--- src/rtl/lcs_pkg.sv ---
package lcs_pkg;

  typedef enum logic [1:0] {
    LC_OPEN    = 2'b00,
    LC_SECURED = 2'b01,
    LC_CLOSED  = 2'b10,
    LC_INVALID = 2'b11
  } lc_mode_e;

  localparam int unsigned N_REGION   = 3;
  localparam int unsigned REG_CTRL   = 0;
  localparam int unsigned REG_LOWER  = 1;
  localparam int unsigned REG_UPPER  = 2;

  // Read rights for one region in one mode
  function automatic logic rd_allow(lc_mode_e m, int unsigned region);
    case (m)
      LC_OPEN, LC_SECURED: rd_allow = 1'b1;
      LC_CLOSED:           rd_allow = (region != REG_UPPER);
      default:             rd_allow = (region == REG_CTRL);
    endcase
  endfunction

  // Write rights for one region in one mode
  function automatic logic wr_allow(lc_mode_e m, int unsigned region);
    case (m)
      LC_OPEN:               wr_allow = 1'b1;
      LC_SECURED, LC_CLOSED: wr_allow = (region != REG_UPPER);
      default:               wr_allow = 1'b0;
    endcase
  endfunction

endpackage

--- src/rtl/lcs_word_decode.sv ---
module lcs_word_decode
  import lcs_pkg::*;
#(
  parameter int unsigned WORD_W     = 32,
  parameter int unsigned CLOSE_BIT  = 6,
  parameter int unsigned SECURE_BIT = 5
) (
  input  logic [WORD_W-1:0] word,
  input  logic              word_bad,
  output lc_mode_e          cand
);

  logic unused_word_bits;
  assign unused_word_bits = ^word;

  always_comb begin
    if (word_bad)              cand = LC_INVALID;
    else if (word[CLOSE_BIT])  cand = LC_CLOSED;
    else if (word[SECURE_BIT]) cand = LC_SECURED;
    else                       cand = LC_OPEN;
  end

endmodule

--- src/rtl/lcs_mode_track.sv ---
module lcs_mode_track
  import lcs_pkg::*;
#(
  parameter int unsigned ADDR_W = 7
) (
  input  logic              clk,
  input  logic              rst,
  input  logic              load_done,
  input  logic              rd_done,
  input  logic [ADDR_W-1:0] rd_addr,
  input  lc_mode_e          cand,
  output lc_mode_e          mode_q,
  output lc_mode_e          mode_nxt,
  output logic              update
);

  logic rd_word0;
  assign rd_word0 = rd_done && (rd_addr == '0);
  assign update   = load_done || rd_word0;

  always_comb begin
    if (load_done)       mode_nxt = cand;
    else if (rd_word0)   mode_nxt = (cand > mode_q) ? cand : mode_q;
    else                 mode_nxt = mode_q;
  end

  always_ff @(posedge clk) begin
    if (rst) mode_q <= LC_INVALID;
    else     mode_q <= mode_nxt;
  end

endmodule

--- src/rtl/lcs_access_map.sv ---
module lcs_access_map
  import lcs_pkg::*;
#(
  parameter int unsigned DBG_W            = 4,
  parameter logic [DBG_W-1:0] DBG_SECURED_MASK = 4'b0011
) (
  input  lc_mode_e             m,
  output logic [N_REGION-1:0]  rd,
  output logic [N_REGION-1:0]  wr,
  output logic [DBG_W-1:0]     dbg
);

  for (genvar r = 0; r < N_REGION; r++) begin : g_region
    assign rd[r] = rd_allow(m, r);
    assign wr[r] = wr_allow(m, r);
  end

  always_comb begin
    case (m)
      LC_OPEN:    dbg = '1;
      LC_SECURED: dbg = DBG_SECURED_MASK;
      default:    dbg = '0;
    endcase
  end

endmodule

--- src/rtl/lcs_decoder.sv ---
module lcs_decoder
  import lcs_pkg::*;
#(
  parameter int unsigned WORD_W     = 32,
  parameter int unsigned ADDR_W     = 7,
  parameter int unsigned CLOSE_BIT  = 6,
  parameter int unsigned SECURE_BIT = 5,
  parameter int unsigned DBG_W      = 4,
  parameter logic [DBG_W-1:0] DBG_SECURED_MASK = 4'b0011
) (
  input  logic              clk,
  input  logic              rst,
  input  logic              load_done,
  input  logic              rd_done,
  input  logic [ADDR_W-1:0] rd_addr,
  input  logic [WORD_W-1:0] word,
  input  logic              word_bad,
  output logic [1:0]        mode,
  output logic [2:0]        perm_rd,
  output logic [2:0]        perm_wr,
  output logic [DBG_W-1:0]  dbg_en
);

  lc_mode_e            cand;
  lc_mode_e            mode_q;
  lc_mode_e            mode_nxt;
  logic                update;
  logic [N_REGION-1:0] rd_nxt;
  logic [N_REGION-1:0] wr_nxt;
  logic [DBG_W-1:0]    dbg_nxt;

  lcs_word_decode #(
    .WORD_W(WORD_W), .CLOSE_BIT(CLOSE_BIT), .SECURE_BIT(SECURE_BIT)
  ) u_dec (
    .word(word), .word_bad(word_bad), .cand(cand)
  );

  lcs_mode_track #(.ADDR_W(ADDR_W)) u_track (
    .clk(clk), .rst(rst), .load_done(load_done), .rd_done(rd_done),
    .rd_addr(rd_addr), .cand(cand), .mode_q(mode_q),
    .mode_nxt(mode_nxt), .update(update)
  );

  lcs_access_map #(.DBG_W(DBG_W), .DBG_SECURED_MASK(DBG_SECURED_MASK)) u_map (
    .m(mode_nxt), .rd(rd_nxt), .wr(wr_nxt), .dbg(dbg_nxt)
  );

  assign mode = mode_q;

  always_ff @(posedge clk) begin
    if (rst) begin
      perm_rd <= 3'b001;
      perm_wr <= 3'b000;
      dbg_en  <= '0;
    end else if (update) begin
      perm_rd <= rd_nxt;
      perm_wr <= wr_nxt;
      dbg_en  <= dbg_nxt;
    end
  end

endmodule

--- config.mk ---
export PLATFORM = sky130hd
export DESIGN_NAME = lcs_decoder
export DESIGN_NICKNAME = d
export VERILOG_FILES = /design/src/rtl/lcs_pkg.sv /design/src/rtl/lcs_word_decode.sv /design/src/rtl/lcs_mode_track.sv /design/src/rtl/lcs_access_map.sv /design/src/rtl/lcs_decoder.sv
export SDC_FILE = /design/constraint.sdc
export NUM_CORES = 1
export LEC_CHECK = 0
export ABC_CLOCK_PERIOD_IN_PS = 2240
export BUFFER_PORTS_ARGS = -buffer_cell sky130_fd_sc_hd__buf_2
export CAP_MARGIN = 5
export CELL_PAD_IN_SITES_DETAIL_PLACEMENT = 1
export CELL_PAD_IN_SITES_GLOBAL_PLACEMENT = 2
export CORE_MARGIN = 4
export CORE_UTILIZATION = 19
export CTS_CLUSTER_SIZE = 24
export DETAILED_ROUTE_END_ITERATION = 8
export PLACE_DENSITY_LB_ADDON = 0.1
export SLEW_MARGIN = 40
export SYNTH_ARGS = -nofsm -noshare
export SYNTH_HDL_FRONTEND = slang
export SYNTH_HIERARCHICAL = 1
export SYNTH_SLANG_ARGS = --single-unit
--- constraint.sdc ---
create_clock -name clk -period 2.24 [get_ports clk]
set_input_delay 0.224 -clock clk [delete_from_list [all_inputs] [get_ports clk]]
set_output_delay 0.224 -clock clk [all_outputs]
set_load 0.02 [all_outputs]
==> qor.yml <==
post-place-ws_ns: 0.0957
mostFrequentLayoutCell: "buf_2"
yosysWarnings: 6
synthesis.area_um2: 681
grt_pass1_vias: 564
core_um2: 3390
place.gp.congestion: 0.637
row_count: 21
ctsHoldBuffers: 0
p_sw_share_pct: 27.9
leakage_uw: 0.000434
worst_path_most_repeated_cell: "nor2_1"
ctsRootBufferMaster: "clkbuf_4"
worstPathMaxFanout: 3
post_cts_resized: 0
arrival_ns: 2.09
run_status: "complete, no violations"
drv_slew: 0
cpMaxStageDelayCell: "dfxtp_1"
cts_setup_buffers: 0
whs_ns: 0.226
hold_class: "input port to flop"
power_frac_clock_pct: 33.9
vias: 533
max-cap-violations: 0
comb_power_share_pct: 20.5
min_period_over_period_pct: 83.9
via_per_inst: 3.92
end_kind: "flop"
syn_nets: 117
layout_common_cells: "buf_2 (25), nor2_1 (12), dfxtp_1 (12)"
diodes: 0
synth_top_area_share_pct: 35.3
p_int_uw: 369
cts-htree-levels: 1
startpoint_type: "flop"
cp.buffers_inverters: 1
first_pass_iters: 2
fmax_mhz: 532
ant_nets: 0
totalWireLength_mm: 1.50
synth_cells: 70
drt_iter0_drc: 10
numClockSinks: 12
synth_cell_types: 24
ys_ff_latch: 12
grt_overflow: 0
cpPeakStageDelay_ns: 0.36
die_w_um: 67.9
grt_max_degree: 14
path_clk_slew_ns: 0.08
worst_slack_ns: 0.360
io_buffers: 25
fin_skew_ns: 0.00114
layout-drive-gt1-share_pct: 37.8
initial_core_util_pct: 20.1
total_power_uw: 511
dieArea_um2: 4600
cts_buffers: 3
path_delay_family: "multiplexers"
avgSynthCellArea_um2: 9.72
peakVddDrop_mv: 0.259
synth_largest_area_cell: "dfxtp_1"
clock_path_buffers: 2
worstSetupPathType: "flop to flop"
routedWlPerCell_um: 11.0
required_ns: 2.45
area_delta_synth_final_pct: 22.1
hold_viol_final: 0
layout_min_cycle_time_ns: 1.88
drc_errors: 0
groute.usage.overall_pct: 7.42
cts_tree: "yes"
rsz0062_at_grt: "no"
sequentialPowerShare_pct: 45.6
hpwl_mm: 1.21
fin_nets: 138
yosysSeqAreaShare_pct: 35.3
clkLatencyLatePin_ns: 0.27
antenna_found_initial: 0
die_y_um: 67.9
p_sw_uw: 143
grt_pass1_wl_mm: 2.50
setup_tns_ns: 0
setup_viol_count_final: 0
path_cells: "inv_1 -> ha_1 -> nand2b_1 -> a41oi_2 -> mux2_4 -> nor2_1 -> mux2i_1 -> nor2_1"
pin_count: 56
power_density_nw_per_um2: 615
ys_top_cells_by_area: "dfxtp_1 (35%), mux2i_1 (15%), buf_4 (7.7%)"
==> worst register-to-register path: stages (launching register included) <==
cell	delay (ns)
dfxtp_1	0.36
inv_1	0.07
ha_1	0.28
nand2b_1	0.15
a41oi_2	0.26
mux2_4	0.33
nor2_1	0.18
mux2i_1	0.11
nor2_1	0.08
==> power by group through the flow <==
| stage | combinational, µW | sequential (µW) | clock [µW] |
|---|---|---|---|
| after floorplan | 65.7 | 254 | 0 |
| after global placement | 105 | 238 | 0 |
| after detailed placement | 107 | 238 | 0 |
| after CTS | 107 | 233 | 182 |
| after global routing | 116 | 235 | 195 |
| final | 105 | 233 | 173 |
==> Yosys cell counts <==
cell / instances
dfxtp_1: 12
nor2_1: 12
mux2i_1: 10
buf_4: 7
inv_1: 5
ha_1: 3
a21oi_1: 2
nand2_1: 2
o31ai_1: 2
a211o_1: 1
a21o_1: 1
a21o_2: 1
a41oi_2: 1
and3_1: 1
buf_6: 1
clkbuf_2: 1
conb_1: 1
mux2_4: 1
nand2b_1: 1
nor2b_1: 1
nor4_4: 1
nor4b_4: 1
o21bai_1: 1
or2_1: 1
==> cell type report <==
class	instances	area, µm²
multi-input cells	44	353
repair buffers	25	125
inverters	5	18.8
flip-flops and latches	12	240
well taps	46	57.6
fillers	402	2560
clock buffers	4	36.3
==> sequential cells by signal (all words and copies together) (netlist names) <==
signal          flops
dbg_en              4
perm_rd             3
perm_wr             3
u_track/mode_q      2
==> layer usage <==
layer | part of all wire (%) | up-vias | wire [µm] | track usage, %
met5 | 0 | - | 0 | 0
met4 | 0.60 | 0 | 9 | 1.49
met3 | 7.7 | 2 | 115 | 4.27
met2 | 49 | 14 | 740 | 13.1
met1 | 42 | 251 | 634 | 7.62
li1 | - | 266 | - | -
==> per-stage QoR <==
step,cell area (µm²),cells,utilization (%)
finish,831,136,24.5
floorplan,681,70,-
detailed placement,795,132,23.4
global route,831,136,24.5
global placement,795,132,23.4
CTS,831,136,24.5
==> kinds of logic (layout without fill, tap and decap cells) <==
kind of cell,Yosys count,in the layout,synth area share (%)
AO/OA/AOI/OAI,9,9,10.8
adder cells (fa/ha/maj),3,3,5.52
buffers and inverters,14,34,12.9
flip-flops,12,12,35.3
multiplexers,11,11,16.9
other,1,1,0.551
AND/OR/NAND/NOR,20,20,18.0
==> path summary, 6_finish.rpt <==
kind                           from           endpoint  slack, ns  cells past startpoint
hold reg to reg          perm_wr[0]         perm_wr[0]       0.49                      2
setup reg to reg  u_track/mode_q[1]         perm_wr[2]       0.36                      8
setup / recovery  u_track/mode_q[1]         perm_wr[2]       0.36                      8
hold / removal            load_done  u_track/mode_q[1]       0.23                      2
Note: power is estimated with default switching activity, not from simulation.
